--- config.mk ---
export PLATFORM = sky130hd
export DESIGN_NAME = sar_ctrl
export DESIGN_NICKNAME = d
export VERILOG_FILES = /design/src/rtl/sar_ctrl.sv
export SDC_FILE = /design/constraint.sdc
export NUM_CORES = 1
export LEC_CHECK = 0
export BUFFER_PORTS_ARGS = -buffer_cell sky130_fd_sc_hd__buf_2
export CORE_MARGIN = 5
export CORE_UTILIZATION = 47
export CTS_CLUSTER_DIAMETER = 50
export DETAILED_ROUTE_END_ITERATION = 10
export PLACE_DENSITY = 0.82
export SYNTH_ARGS = -nofsm -noshare
export SYNTH_HDL_FRONTEND = slang
export SYNTH_SLANG_ARGS = --single-unit
--- constraint.sdc ---
create_clock -name clk -period 1 [get_ports clk]
set_input_delay 0.3 -clock clk [delete_from_list [all_inputs] [get_ports clk]]
set_output_delay 0.3 -clock clk [all_outputs]
set_load 0.01 [all_outputs]
--- src/rtl/sar_ctrl.sv ---
module sar_ctrl #(
  parameter int W = 8
) (
  input  logic         clk,
  input  logic         rst,
  input  logic         start,
  input  logic         cmp_hi,
  output logic [W-1:0] trial_code,
  output logic [W-1:0] result,
  output logic         busy,
  output logic         eoc
);

  localparam logic [W-1:0] TOP = {1'b1, {(W-1){1'b0}}};

  logic [W-1:0] probe;

  wire          launch  = start & ~busy;
  wire          last    = probe[0];
  wire [W-1:0]  decided = cmp_hi ? trial_code : (trial_code & ~probe);

  always_ff @(posedge clk) begin
    if (rst) begin
      trial_code <= '0;
      probe      <= '0;
      result     <= '0;
      busy       <= 1'b0;
      eoc        <= 1'b0;
    end else if (launch) begin
      trial_code <= TOP;
      probe      <= TOP;
      busy       <= 1'b1;
    end else if (busy) begin
      trial_code <= decided | (probe >> 1);
      probe      <= probe >> 1;
      if (last) begin
        busy   <= 1'b0;
        eoc    <= ~eoc;
        result <= decided;
      end
    end
  end

endmodule


# Word level (Yosys, flattened, before mapping)
# Cells that the tools add are included.
[totals]
register_bits = 26
in_bits = 4
elab_cells = 25
[classes]
muxes = 8
bitwise = 7
n_reduce_logical = 3
[op_table]
columns = ["operator", "n"]
rows = [
  ["$mux 8", 5],
  ["$and 8x8->8", 1],
  ["$not 8->8", 1],
  ["$or 8x7->8", 1],
  ["$mux 1", 3],
  ["$not 1->1", 3],
  ["$reduce_and 3->1", 1],
  ["$reduce_bool 2->1", 1],
  ["$reduce_or 2->1", 1],
  ["$and 1x1->1", 1],
]

# Logic depth before layout (Yosys ltp)
[logic_depth]
word_depth = 6
mapped_depth = 5
depth_no_buf = 3

# Worst setup path before layout
# Ideal clock, no wire load.
[synth_timing]
path_kind = "register -> register"
startpoint = "register busy"
endpoint = "register trial_code[6]"
setup_time_ns = 0.088
arrival_time_ns = 0.979
setup_slack_ns = -0.067
path_stages_with_launch = 6
n_path_buf = 2
path_cell_list = "dfxtp_1 > buf_6 > nand2b_4 > nand2b_4 > buf_6 > a311oi_2"
[synth_via]
elab_chain_cells = 3
[synth_lines]
columns = ["element", "line_no", "text"]
rows = [
  ["start: declaration", "10", "output logic busy,"],
  ["start signal: assignment", "27", "busy <= 1'b0;"],
  ["start signal: assignment", "32", "busy <= 1'b1;"],
  ["start signal: assignment", "37", "busy <= 1'b0;"],
  ["$not 1->1", "18", "wire launch = start & ~busy;"],
  ["$and 1x1->1", "18", ""],
  ["$reduce_or 2->1 (no source line)", "n/a", ""],
  ["end signal: assignment", "34", "trial_code <= decided | (probe >> 1);"],
  ["end: declaration", "8", "output logic [W-1:0] trial_code,"],
]
# Parallel ways exist; a longest one is shown, timed or not.
# A chain may end at the register's enable or synchronous reset.

# Final worst setup path
[layout_timing]
startpoint = "register busy"
endpoint = "register trial_code[0]"
# Same word-level chain as after synthesis.

==> results by group <==
Run status
  • Status: complete, but fails checks
  • Violated checks: negative setup slack

Clock network
  • Sinks on Clock Net: 26
  • CTS tree: done
  • Clock tree buffer depth: 2
  • Clock-pin transition on the worst setup and hold timing paths: 150 ps
  • Worst-Skew Late Latency: 330 ps
  • Root Driver: clkbuf_4
  • CTS Buf Count: 3
  • CTS Hold Bufs: 0
  • Htree depth: 1

STA
  • RSZ-0062 raised after global routing: true
  • Max Slew Vio Count: 0
  • Slew HR: 78.4%
  • Final worst-path cycle share: 123%
  • Worst-Margin Slew: 323 ps
  • Final hold violations: 0
  • Setup violators final: 39
  • Min Tclk post-route: 1230 ps
  • Clock skew after layout: 14.9 ps
  • Fmax: 813 MHz
  • Fin Hold WS: 267 ps
  • Final setup margin: -230 ps

Power and ir drop
  • VDD IR max: 1.24 mV
  • Static leakage: 0.621 nW
  • P per Cell Area: 1160 mW/mm^2

Synth
  • Synthesized net count: 117
  • Synth Register Bits: 26
  • Synth unique cells: 23
  • Avg Cell Area, Syn: 9.42 um^2
  • Post-synthesis cell count: 113
  • Synth warn: 0
  • Sequential element share of the synthesized area: 48.9%
  • Mapped Area: 0.00106 mm^2

Min path
  • Hold Crit Depth: 3
  • Hold crit path type: in2reg

Drt
  • Routed Antenna Nets: 0
  • DRC: 0
  • Drt initial violations: 15
  • DR vias: 1049
  • DR WL/cell: 17.0 um
  • DR pass1 iterations: 4
  • Vias/cell: 5.70
  • Final WL: 3120 um

GRT
  • First-pass GRT wire length: 4600 um
  • Vias in the first global route: 985
  • Total gr overflow: 0
  • Initial antenna violation count: 0
  • Largest net degree at the start of global routing: 16
  • Tot GR Track Use: 17.7%

Setup path
  • Worst EP required: 1250 ps
  • Crit Path Max Fanout: 7
  • Critical-path top delay cell: dfxtp_4
  • Crit path buffers/inverters: 2
  • Crit path arrival time: 1480 ps
  • Crit Path Class: reg2reg
  • Max stage delay on crit path: 380 ps
  • FF-to-FF path depth: 5
  • CP top delay family: flip-flops
  • Startpoint Class: register
  • Crit path depth: 5
  • CP Capture Type: register
  • Cell chain of the critical path: buf_4 -> buf_6 -> nand2b_4 -> nand2b_4 -> a311oi_2
  • Most frequent CP cell: nand2b_4

Placement
  • RePlAce Congestion: 0.787
  • Dpl hpwl: 1470 um
  • Port bufs: 21
  • Placed Cells: 159

Floorplanning
  • Ports: 22
  • Std cell rows: 17
  • Die area: 0.00332 mm^2
  • Initial core utilization: 48.6%
  • DIE WIDTH: 57.6 um
  • Die height: 57.6 um
  • Core Box Area: 0.00219 mm^2

Layout
  • N_diodes: 0
  • Fin util: 81.2%
  • Final nets: 161
  • Area Growth Syn to Fin: 67.0%
  • Layout Cells excl Fill: 184
  • Share of layout cells above drive strength 1: 68.6%

Run
  • Maxcap violations: 0
## cells by family (layout without fill, tap and decap cells)
kind of cell,after synthesis,after routing,share of synthesized area [%]
xor gates and xnor gates,1,1,0.823
AOI/OAI and AO/OA,39,39,25.1
and+or+nand+nor,31,33,16.6
buffers and inverters,16,57,8.58
DFF,26,26,48.9
## power breakdown
part | switching [mW] | internal [mW]
logic | 0.147 | 0.132
clock network | 0.315 | 0.406
registers | 0.0124 | 1.05
total | 0.474 | 1.58
## per-layer routing
metal | track usage, % | part of all wire (%) | vias to the layer above
li1 | - | - | 487
met1 | 20.6 | 40 | 518
met2 | 30.3 | 52 | 33
met3 | 5.20 | 5.3 | 11
met4 | 6.62 | 2.7 | 0
met5 | 0 | 0 | -
## sequential cells by signal, summed over array words and instances (netlist names)
name        count
result          8
busy            1
probe           8
eoc             1
trial_code      8
## cell usage after synthesis
cell       count  share of area, %
dfxtp_1       26                49
a21oi_1       23                11
nand2_1       14               4.9
nand2b_1       8               4.7
inv_1          7               2.5
o2111ai_1      6               4.9
a311oi_1       4               3.3
buf_2          4               1.9
a311oi_2       3               4.2
buf_6          3               3.2
nand2b_4       2               2.6
nor2_1         2              0.71
buf_4          1              0.71
clkbuf_1       1              0.35
nand2_2        1              0.59
nand3b_1       1              0.71
nand4_1        1              0.59
nor2b_4        1               1.3
nor3_1         1              0.47
o21ai_0        1              0.47
o21bai_1       1              0.71
o31ai_1        1              0.71
xor2_1         1              0.82
## through the flow
stage | instance area [um^2] | total power, mW | setup TNS [ps] | setup slack, ps
6_report | 1780 | 2.06 | -4370 | -230
5_1_grt | 1780 | 2.13 | -5520 | -252
4_1_cts | 1590 | 2.02 | -3780 | -226
3_5_place_dp | 1190 | 1.23 | -129 | -43.2
3_3_place_gp | 1190 | 1.23 | -20.3 | -20.3
2_1_floorplan | 1070 | 1.20 | -59.3 | -19.8
## placed cells by master, fill, tap and decap left out, types with 2 or more instances in the layout
cell type and n:
a21oi_1 12, a21oi_2 11, a311oi_2 7, buf_2 3, buf_4 18, buf_6 25
clkbuf_4 3, dfxtp_1 6, dfxtp_2 18, dfxtp_4 2, inv_1 7, nand2_1 12
nand2_2 2, nand2_8 2, nand2b_1 3, nand2b_4 8, nor2_1 2, o2111ai_2 2
o2111ai_4 3
## repair_timing
| item | CTS | global route |
|---|---|---|
| pin swaps | 14 | 14 |
| endpoints found under the hold margin | 0 | 0 |
| buffers inserted | 11 | 6 |
| endpoints found under the setup margin | 27 | 43 |
| resized for setup | 56 | 28 |
| gates cloned | 4 | 0 |
## final cells by class
cell class | instances | area, um^2
fill | 123 | 413
sequential | 26 | 551
timing repair buffer | 46 | 432
inverter | 7 | 26.3
clock inverter | 1 | 30.0
multi-input combinational | 73 | 682
clock buffer | 3 | 22.5
tap | 28 | 35.0
## path summary, 6_finish.rpt
path | from | end | slack, ps
hold / removal | start | probe[7]$_SDFFE_PP0P_ | 270
setup / recovery | busy$_SDFF_PP0_ | trial_code[0]$_SDFFE_PP0P_ | -230
setup reg to reg | busy$_SDFF_PP0_ | trial_code[0]$_SDFFE_PP0P_ | -230
hold reg to reg | result[0]$_SDFFE_PP0P_ | result[0]$_SDFFE_PP0P_ | 470
## tightest hold or removal path, delay by kind of cell
family        cells  cell delay [ps]
buf+inv           1              130
simple gates      2              140
Power figures use the tool's default switching activity.
